<file path="src/rtl/smc_pkg.sv">
package smc_pkg;

    localparam int CFG_SEL_W = 3;

    typedef enum logic [1:0] {
        AM_DIRECT = 2'd0,
        AM_STRIDE = 2'd1,
        AM_RING   = 2'd2,
        AM_RSVD   = 2'd3
    } amode_t;

    typedef enum logic [CFG_SEL_W-1:0] {
        CF_MODE   = 3'd0,
        CF_BASE   = 3'd1,
        CF_STRIDE = 3'd2,
        CF_LENGTH = 3'd3,
        CF_PRIO   = 3'd4
    } cfsel_t;

    typedef enum logic [1:0] {
        PS_IDLE  = 2'd0,
        PS_PEND  = 2'd1,
        PS_RDATA = 2'd2
    } pstate_t;

endpackage

</file>
<file path="src/rtl/smc_port.sv">
module smc_port
    import smc_pkg::*;
#(
    parameter int AW = 13,
    parameter int DW = 16,
    parameter int PW = 2
) (
    input  logic                 clk,
    input  logic                 rst_n,
    input  logic                 req_valid,
    input  logic                 req_write,
    input  logic [AW-1:0]        req_addr,
    input  logic [DW-1:0]        req_wdata,
    input  logic                 cfg_we,
    input  logic [CFG_SEL_W-1:0] cfg_sel,
    input  logic [DW-1:0]        cfg_wdata,
    input  logic                 grant,
    output logic                 pending,
    output logic                 busy,
    output logic                 rd_valid,
    output logic                 op_write,
    output logic [AW-1:0]        op_addr,
    output logic [DW-1:0]        op_wdata,
    output logic [PW-1:0]        prio
);

    pstate_t         state_q, state_d;
    logic            wr_q;
    logic [AW-1:0]   dir_q;
    logic [DW-1:0]   wd_q;
    amode_t          mode_q;
    logic [AW-1:0]   base_q, stride_q, len_q, off_q, off_nx;
    logic [PW-1:0]   prio_q;
    logic [AW:0]     sum;
    logic [AW-1:0]   folded;
    logic            accept, cfg_ok, advance;
    logic            unused_cfg_bits;

    assign accept  = (state_q == PS_IDLE) && req_valid;
    assign cfg_ok  = (state_q == PS_IDLE) && cfg_we && !req_valid;
    assign advance = (state_q == PS_PEND) && grant;
    assign unused_cfg_bits = ^cfg_wdata[DW-1:AW];

    // state register
    always_ff @(posedge clk or negedge rst_n) begin
        if (!rst_n) state_q <= PS_IDLE;
        else        state_q <= state_d;
    end

    // next state
    always_comb begin
        state_d = state_q;
        unique case (state_q)
            PS_IDLE:  if (req_valid) state_d = PS_PEND;
            PS_PEND:  if (grant) state_d = wr_q ? PS_IDLE : PS_RDATA;
            PS_RDATA: state_d = PS_IDLE;
            default:  state_d = PS_IDLE;
        endcase
    end

    // outputs decoded from state
    always_comb begin
        pending  = 1'b0;
        busy     = 1'b0;
        rd_valid = 1'b0;
        unique case (state_q)
            PS_IDLE:  ;
            PS_PEND:  begin pending = 1'b1; busy = 1'b1; end
            PS_RDATA: begin rd_valid = 1'b1; busy = 1'b1; end
            default:  ;
        endcase
    end

    // latched request
    always_ff @(posedge clk or negedge rst_n) begin
        if (!rst_n) begin
            wr_q  <= 1'b0;
            dir_q <= '0;
            wd_q  <= '0;
        end else if (accept) begin
            wr_q  <= req_write;
            dir_q <= req_addr;
            wd_q  <= req_wdata;
        end
    end

    // generator registers and configuration
    always_ff @(posedge clk or negedge rst_n) begin
        if (!rst_n) begin
            mode_q   <= AM_DIRECT;
            base_q   <= '0;
            stride_q <= '0;
            len_q    <= '0;
            off_q    <= '0;
            prio_q   <= '0;
        end else if (cfg_ok) begin
            case (cfg_sel)
                CF_MODE:   begin mode_q <= amode_t'(cfg_wdata[1:0]); off_q <= '0; end
                CF_BASE:   begin base_q <= cfg_wdata[AW-1:0]; off_q <= '0; end
                CF_STRIDE: stride_q <= cfg_wdata[AW-1:0];
                CF_LENGTH: len_q    <= cfg_wdata[AW-1:0];
                CF_PRIO:   prio_q   <= cfg_wdata[PW-1:0];
                default:   ;
            endcase
        end else if (advance) begin
            off_q <= off_nx;
        end
    end

    // offset step per mode
    always_comb begin
        sum    = {1'b0, off_q} + {1'b0, stride_q};
        folded = sum[AW-1:0] - len_q;
        unique case (mode_q)
            AM_STRIDE: off_nx = sum[AW-1:0];
            AM_RING: begin
                if (len_q == '0)                 off_nx = '0;
                else if (sum >= {1'b0, len_q})   off_nx = folded;
                else                             off_nx = sum[AW-1:0];
            end
            default:   off_nx = off_q;
        endcase
    end

    assign op_write = wr_q;
    assign op_wdata = wd_q;
    assign prio     = prio_q;
    assign op_addr  = (mode_q == AM_STRIDE || mode_q == AM_RING) ? (base_q + off_q) : dir_q;

endmodule

</file>
<file path="src/rtl/smc_prio_arb.sv">
module smc_prio_arb #(
    parameter int NP = 4,
    parameter int PW = 2
) (
    input  logic [NP-1:0]         pending,
    input  logic [NP-1:0][PW-1:0] prio,
    output logic [NP-1:0]         grant
);

    localparam int IW = (NP > 1) ? $clog2(NP) : 1;

    logic          found;
    logic [PW-1:0] best;
    logic [IW-1:0] sel;

    always_comb begin
        found = 1'b0;
        best  = '0;
        sel   = '0;
        for (int i = 0; i < NP; i++) begin
            if (pending[i] && (!found || prio[i] > best)) begin
                found = 1'b1;
                best  = prio[i];
                sel   = IW'(i);
            end
        end
        for (int i = 0; i < NP; i++) begin
            grant[i] = found && (sel == IW'(i));
        end
    end

endmodule

</file>
<file path="src/rtl/shmem_ctrl.sv">
module shmem_ctrl
    import smc_pkg::*;
#(
    parameter int NP = 4,
    parameter int AW = 13,
    parameter int DW = 16,
    parameter int PW = 2
) (
    input  logic                          clk,
    input  logic                          rst_n,
    input  logic [NP-1:0]                 req_valid,
    input  logic [NP-1:0]                 req_write,
    input  logic [NP-1:0][AW-1:0]         req_addr,
    input  logic [NP-1:0][DW-1:0]         req_wdata,
    input  logic [NP-1:0]                 cfg_we,
    input  logic [NP-1:0][CFG_SEL_W-1:0]  cfg_sel,
    input  logic [NP-1:0][DW-1:0]         cfg_wdata,
    output logic [NP-1:0]                 busy,
    output logic [NP-1:0]                 gnt,
    output logic [NP-1:0]                 rd_valid,
    output logic [NP-1:0][DW-1:0]         rd_data,
    output logic                          mem_en,
    output logic                          mem_we,
    output logic [AW-1:0]                 mem_addr,
    output logic [DW-1:0]                 mem_wdata,
    input  logic [DW-1:0]                 mem_rdata
);

    logic [NP-1:0]         pending;
    logic [NP-1:0]         op_write;
    logic [NP-1:0][AW-1:0] op_addr;
    logic [NP-1:0][DW-1:0] op_wdata;
    logic [NP-1:0][PW-1:0] prio;

    for (genvar p = 0; p < NP; p++) begin : g_port
        smc_port #(.AW(AW), .DW(DW), .PW(PW)) u_port (
            .clk       (clk),
            .rst_n     (rst_n),
            .req_valid (req_valid[p]),
            .req_write (req_write[p]),
            .req_addr  (req_addr[p]),
            .req_wdata (req_wdata[p]),
            .cfg_we    (cfg_we[p]),
            .cfg_sel   (cfg_sel[p]),
            .cfg_wdata (cfg_wdata[p]),
            .grant     (gnt[p]),
            .pending   (pending[p]),
            .busy      (busy[p]),
            .rd_valid  (rd_valid[p]),
            .op_write  (op_write[p]),
            .op_addr   (op_addr[p]),
            .op_wdata  (op_wdata[p]),
            .prio      (prio[p])
        );
        assign rd_data[p] = rd_valid[p] ? mem_rdata : '0;
    end

    smc_prio_arb #(.NP(NP), .PW(PW)) u_arb (
        .pending (pending),
        .prio    (prio),
        .grant   (gnt)
    );

    assign mem_en = |gnt;

    always_comb begin
        mem_we    = 1'b0;
        mem_addr  = '0;
        mem_wdata = '0;
        for (int p = 0; p < NP; p++) begin
            if (gnt[p]) begin
                mem_we    = op_write[p];
                mem_addr  = op_addr[p];
                mem_wdata = op_wdata[p];
            end
        end
    end

endmodule

</file>
<file path="config.mk">
export PLATFORM = sky130hd
export DESIGN_NAME = shmem_ctrl
export DESIGN_NICKNAME = d
export VERILOG_FILES = /design/src/rtl/smc_pkg.sv /design/src/rtl/smc_port.sv /design/src/rtl/smc_prio_arb.sv /design/src/rtl/shmem_ctrl.sv
export SDC_FILE = /design/constraint.sdc
export NUM_CORES = 1
export LEC_CHECK = 0
export BUFFER_PORTS_ARGS = -buffer_cell sky130_fd_sc_hd__buf_4
export CAP_MARGIN = 40
export CORE_ASPECT_RATIO = 1.25
export CORE_MARGIN = 3
export CORE_UTILIZATION = 40
export DETAILED_ROUTE_END_ITERATION = 16
export PLACE_DENSITY = 0.56
export SYNTH_ARGS = -nofsm -noshare
export SYNTH_HDL_FRONTEND = slang
export SYNTH_HIERARCHICAL = 1
export SYNTH_SLANG_ARGS = --single-unit
</file>
<file path="constraint.sdc">
create_clock -name clk -period 6 [get_ports clk]
set_input_delay 0.6 -clock clk [delete_from_list [all_inputs] [get_ports clk]]
set_output_delay 0.6 -clock clk [all_outputs]
set_load 0.05 [all_outputs]
</file>
Word level (Yosys, flattened, before mapping) --
Index checks and enable logic that the tools add are counted.
Storage, ports and cells: register bits 352, output and inout port bits 107
Cells by class: reductions and logical operators 95, order comparisons 7, equal/unequal tests 47, add/sub/neg operators 12, mux-type cells 82
Operator list (count):
- $mux W13 | 28
- $mux W16 | 8
- $pmux W13 S2 | 4
- $add A13 B13 Y14 | 4
- $ge A14 B13 Y1 | 4
- $add A13 B13 Y13 | 4
- $logic_not A13 Y1 | 4
- $sub A13 B13 Y13 | 4
- $reduce_and A2 Y1 | 24
- $mux W2 | 17
- $eq A3 B2 Y1 const B | 8
- $logic_and A1 B1 Y1 | 23
- $mux W1 | 21
- $eq A2 B2 Y1 const B | 10
- $eq A2 B1 Y1 const B | 9
- $ne A2 B2 Y1 const B | 8
- $pmux W2 S2 | 4
- $reduce_or A2 Y1 | 8
- $eq A3 B1 Y1 const B | 4
- $eq A3 B3 Y1 const B | 4
- $logic_not A3 Y1 | 4
- $reduce_and A3 Y1 | 4
- $reduce_bool A3 Y1 | 4
- $logic_not A2 Y1 | 5
- other kinds (6) | 26

Longest topological paths before layout --
depth in word-level cells 21, gate-level depth with buffers 23, mapped depth without buffers 22

By module --
The synthesis kept the hierarchy.
Modules (own cells, without submodules):
- smc_port at g_port[3].u_port | cells an instance 537, times used 1, area each 5482.8 µm²
- smc_port at g_port[1].u_port | cells an instance 513, times used 1, area each 5446.5 µm²
- smc_port at g_port[0].u_port | cells an instance 512, times used 1, area each 5445.2 µm²
- smc_port at g_port[2].u_port | cells an instance 541, times used 1, area each 5444.0 µm²
- shmem_ctrl | cells an instance 183, times used 1, area each 1380.1 µm²
- smc_prio_arb | cells an instance 35, times used 1, area each 259.0 µm²

Least setup slack after synthesis --
OpenSTA, ideal clock, no wires.
kind flip-flop to output port, start register g_port[0].u_port.state_q[1], end output mem_we, cell stages (with the launch flop) 22, arrival 5929 ps, slack -529 ps, path through dfrtp_1 inv_1 ha_1 nand2_1 ha_1 nor2b_1 o311a_1 a32oi_1 ha_1 nor2b_1 a2bb2oi_1 o21ai_1 mux2_2 ha_1 nor2b_1 a2bb2oi_1 a221o_1 nor2_1 nor2b_4 buf_6 a22oi_1 a21oi_1
Between the ends: word-level cells in the longest chain between the ends 21, elaborated cells between the ends (all ways) 36
RTL lines:
- from (decl) | RTL line smc_port.sv:27 | pstate_t state_q, state_d;
- from (signal assigned) | RTL line smc_port.sv:47 | else state_q <= state_d;
- $eq A2 B1 Y1 (*) | RTL line smc_port.sv:66 | unique case (state_q)
- $mux W1 (*) | RTL line smc_port.sv:66
- via pending[0] | RTL line shmem_ctrl.sv:29 | logic [NP-1:0] pending;
- $mux W2 or $mux W1 (tied branches) | RTL line smc_prio_arb.sv:21 | if (pending[i] && (!found || prio[i] > best)) begin
- $gt A2 B2 Y1 or $logic_not A1 Y1 (tied branches) | RTL line smc_prio_arb.sv:21
- $logic_or A1 B1 Y1 | RTL line smc_prio_arb.sv:21
- $logic_and A1 B1 Y1 | RTL line smc_prio_arb.sv:21
- $mux W2 or $mux W1 (tied branches) | RTL line smc_prio_arb.sv:21
- (+4 left out)
- $gt A2 B2 Y1 or $logic_not A1 Y1 (tied branches) | RTL line smc_prio_arb.sv:21
- $logic_or A1 B1 Y1 | RTL line smc_prio_arb.sv:21
- $logic_and A1 B1 Y1 | RTL line smc_prio_arb.sv:21
- $mux W2 | RTL line smc_prio_arb.sv:21
- $logic_not A2 Y1 | RTL line smc_prio_arb.sv:28 | grant[i] = found && (sel == IW'(i));
- $logic_and A1 B1 Y1 (*) | RTL line smc_prio_arb.sv:28
- via gnt[0] | RTL line shmem_ctrl.sv:19 | output logic [NP-1:0] gnt,
- $mux W1 (*) (4 in a row) | RTL line shmem_ctrl.sv:71 | if (gnt[p]) begin
- to (decl) | RTL line shmem_ctrl.sv:23 | output logic mem_we,
Mark *: on every way through the listed nets, which the timed path passes. The rest lies on a longest branch.

Worst setup path in the final report --
start register g_port[0].u_port.state_q[1], end output mem_addr[5]
Between the ends: word-level cells in the longest chain between the ends 21, elaborated cells between the ends (all ways) 36
RTL lines:
- $eq A2 B1 Y1 (*) | RTL line smc_port.sv:66
- $mux W1 (*) | RTL line smc_port.sv:66
- via pending[0] | RTL line shmem_ctrl.sv:29
- $mux W2 or $mux W1 (tied branches) | RTL line smc_prio_arb.sv:21
- $gt A2 B2 Y1 or $logic_not A1 Y1 (tied branches) | RTL line smc_prio_arb.sv:21
- $logic_or A1 B1 Y1 | RTL line smc_prio_arb.sv:21
- $logic_and A1 B1 Y1 | RTL line smc_prio_arb.sv:21
- $mux W2 or $mux W1 (tied branches) | RTL line smc_prio_arb.sv:21
- (+4 left out)
- $gt A2 B2 Y1 or $logic_not A1 Y1 (tied branches) | RTL line smc_prio_arb.sv:21
- $logic_or A1 B1 Y1 | RTL line smc_prio_arb.sv:21
- $logic_and A1 B1 Y1 | RTL line smc_prio_arb.sv:21
- $mux W2 | RTL line smc_prio_arb.sv:21
- $logic_not A2 Y1 | RTL line smc_prio_arb.sv:28
- $logic_and A1 B1 Y1 | RTL line smc_prio_arb.sv:28
- $mux W13 (3 in a row) | RTL line shmem_ctrl.sv:71
- $mux W13 (*) | RTL line shmem_ctrl.sv:71
- to (decl) | RTL line shmem_ctrl.sv:24 | output logic [AW-1:0] mem_addr,
Marks and branches as above.

==> results.sh <==
export IMPL_htree_levels=2
export IMPL_antenna_found_initial=8
export IMPL_vias_per_cell=5.56
export IMPL_timing_critical_path_required_ps=5400
export IMPL_std_cell_rows=98
export IMPL_synth_cell_types=91
export IMPL_ys_seq_elements=352
export IMPL_wl_per_cell_um=21.3
export IMPL_hp_class="in2async"
export IMPL_status="complete, no violations"
export IMPL_cp_start_kind="register"
export IMPL_min_period_over_period=0.976
export IMPL_grt_max_degree=149
export IMPL_synth_area_top_cells="dfrtp_1 38%, mux2_2 13%, ha_1 9.5%"
export IMPL_final_core_util=0.497
export IMPL_rsz0062_at_grt="true"
export IMPL_cts_hold_buf=0
export IMPL_die_area_um2=61600
export IMPL_grt_pass1_vias=19500
export IMPL_setup_viol=0
export IMPL_clockBufferDepth=3
export IMPL_synthesis_area_um2=23500
export IMPL_finClkSkew_ps=27.6
export IMPL_die_h_um=277
export IMPL_post_synth_cell_area_avg_um2=10.1
export IMPL_slew_headroom=0.422
export IMPL_synth_ff_type="dfrtp_1"
export IMPL_grt_pass1_wl_mm=111
export IMPL_drt_iter0_drc=894
export IMPL_critPathArrivalTime_ps=5250
export IMPL_synth_top_area_cell="dfrtp_1"
export IMPL_async_flop_share=1.00
export IMPL_drc=0
export IMPL_ys_warnings_count=6
export IMPL_path_max_fanout=6
export IMPL_final_common_cell="dfrtp_1"
export IMPL_cts_root_buf="clkbuf_16"
export IMPL_clock_latency_ps=570
export IMPL_place_hpwl_mm=57.9
export IMPL_first_pass_iters=5
export IMPL_synth_top_area_frac=0.376
export IMPL_cts_tree="done"
export IMPL_initial_utilization=0.407
export IMPL_drive_gt1_frac=0.304
export IMPL_ys_seq_area_frac=0.376
export IMPL_placed_area_um2=26700
export IMPL_setup_worst_path_end_class="output port"
export IMPL_layout_min_cycle_time_ps=5850
export IMPL_final_max_slew_viol_count=0
export IMPL_io_pins=329
export IMPL_fin_nets=3071
export IMPL_post_route_cell_area_um2=28600
export IMPL_globalRouteTotalUtil=0.230
export IMPL_clk_pin_slew_ps=60
export IMPL_dp_slack_ps=-72.8
export IMPL_routed_via_count=19100
export IMPL_cts_sinks=352
export IMPL_hold_violations=0
export IMPL_gp_congestion=0.882
export IMPL_synth_edf_count=0
export IMPL_maxCapViolCount=0
export IMPL_routed_wl_mm=73.3
export IMPL_max_freq_ghz=0.171
export IMPL_gr_total_overflow=0
export IMPL_die_x_um=223
export IMPL_syn_nets=2733
export IMPL_worst_pin_slew_ps=867
export IMPL_synth_cells=2321
export IMPL_fin_hold_ws_ps=66.0
export IMPL_area_growth_pct=22.1
export IMPL_antenna_left=0
export IMPL_cts_buffers=40
export IMPL_core_um2=57600
export IMPL_reg2reg_depth=23
export IMPL_setup_ws_ps=146
export IMPL_path_class="reg2out"
export IMPL_place_port_buffers=316
export IMPL_final_cell_mix="352 x dfrtp_1, 335 x buf_4, 270 x mux2_2"
final cells by class:
cell class	instances	area, um2
well taps	750	938
diodes	2	5.00
clock inverters	13	175
flip-flops and latches	352	8810
inverters	134	503
fillers	5454	29000
repair buffers	368	2970
multi-input cells	1763	14000
clock buffers	60	1200
metal layers:
metal	GRT usage	wire, um	up-vias
met5	0	55	-
met4	0.0890	3030	8
met3	0.0381	3720	137
met2	0.401	36100	510
met1	0.284	30400	9359
li1	-	-	9119
Yosys cell counts, drive strengths merged, types with 10 or more instances:
library cell / number
dfrtp: 352
mux2: 272
nand2: 203
ha: 178
o21ai: 152
inv: 134
a21oi: 126
nor2: 88
and2: 70
xnor2: 62
nor3: 51
clkbuf: 45
xor2: 39
o22ai: 33
nand3: 32
nand2b: 31
nor2b: 30
a22oi: 29
mux2i: 29
a21o: 27
buf: 27
o21a: 25
nand4: 20
a211oi: 19
o211ai: 17
nor4: 14
o31ai: 14
fa: 12
o21bai: 12
a22o: 11
and3: 11
nand3b: 11
a211o: 10
o311ai: 10
kinds of logic (layout without fill, tap and decap cells):
logic type                 count (synthesis)  in the layout  share of synthesized area
muxes                                    301            301                      0.143
xor gates and xnor gates                 101            101                     0.0377
other                                      0              2                          0
adders and majority gates                190            190                      0.105
buffers and inverters                    206            575                     0.0384
and+or+nand+nor                          598            598                      0.128
DFF                                      352            352                      0.376
AOI/OAI and AO/OA                        573            573                      0.172
path summary, 6_finish.rpt:
path / endpoint / slack, ps / startpoint
worst max register to register: g_port[1].u_port/off_q[9]$_DFFE_PN0P_ / 640 / g_port[0].u_port/state_q[1]$_DFFE_PN0P_
worst min register to register: g_port[0].u_port/dir_q[0]$_DFFE_PN0P_ / 500 / g_port[0].u_port/dir_q[0]$_DFFE_PN0P_
max in group asynchronous: g_port[1].u_port/state_q[1]$_DFFE_PN0P_ / 4610 / rst_n
min in group clk: g_port[3].u_port/len_q[12]$_DFFE_PN0P_ / 250 / cfg_wdata[60]
worst max-delay path: mem_addr[5] / 150 / g_port[0].u_port/state_q[1]$_DFFE_PN0P_
worst min-delay path: g_port[0].u_port/len_q[11]$_DFFE_PN0P_ / 70 / rst_n
per-stage QoR:
stage / cells / setup TNS [ps]
3_3_place_gp: 3343 / 0
5_1_grt: 3442 / -141
6_report: 3442 / 0
2_1_floorplan: 2321 / -35.0
3_5_place_dp: 3347 / -107
4_1_cts: 3437 / 0
critical path: stages, from the launching register on:
cell       delay, ps
dfrtp_1          410
inv_2             90
ha_4             160
nand2_4           50
ha_4             210
nor2b_4          130
o311a_4          340
a32oi_4          250
ha_4             250
nor2b_4          130
a2bb2oi_2        140
o21ai_2          210
mux2_4           340
ha_4             220
nor2b_4          120
a2bb2oi_2        140
a221o_1          390
nor2_4           130
nor2b_4          220
buf_4            150
buf_12           120
a22oi_2           60
a21oi_2          200
buf_4            230
what timing repair did:
| action | in CTS | in global routing |
|---|---|---|
| gates cloned | 2 | 0 |
| pin swaps | 22 | 16 |
| buffers inserted | 15 | 3 |
| hold endpoints to repair | 0 | 0 |
| setup endpoints to repair | 32 | 31 |
| gates resized for setup | 47 | 19 |
flip-flops by register name, summed over array words and instances, names as in the netlist, 52 cells and up:
| signal | count |
|---|---|
| g_port.u_port/op_wdata | 64 |
| g_port.u_port/base_q | 52 |
| g_port.u_port/dir_q | 52 |
| g_port.u_port/len_q | 52 |
| g_port.u_port/off_q | 52 |
| g_port.u_port/stride_q | 52 |
Power is left out: the tool's default activity adds up to more than one toggle a clock period on the data nets, which glitch-free logic cannot reach.
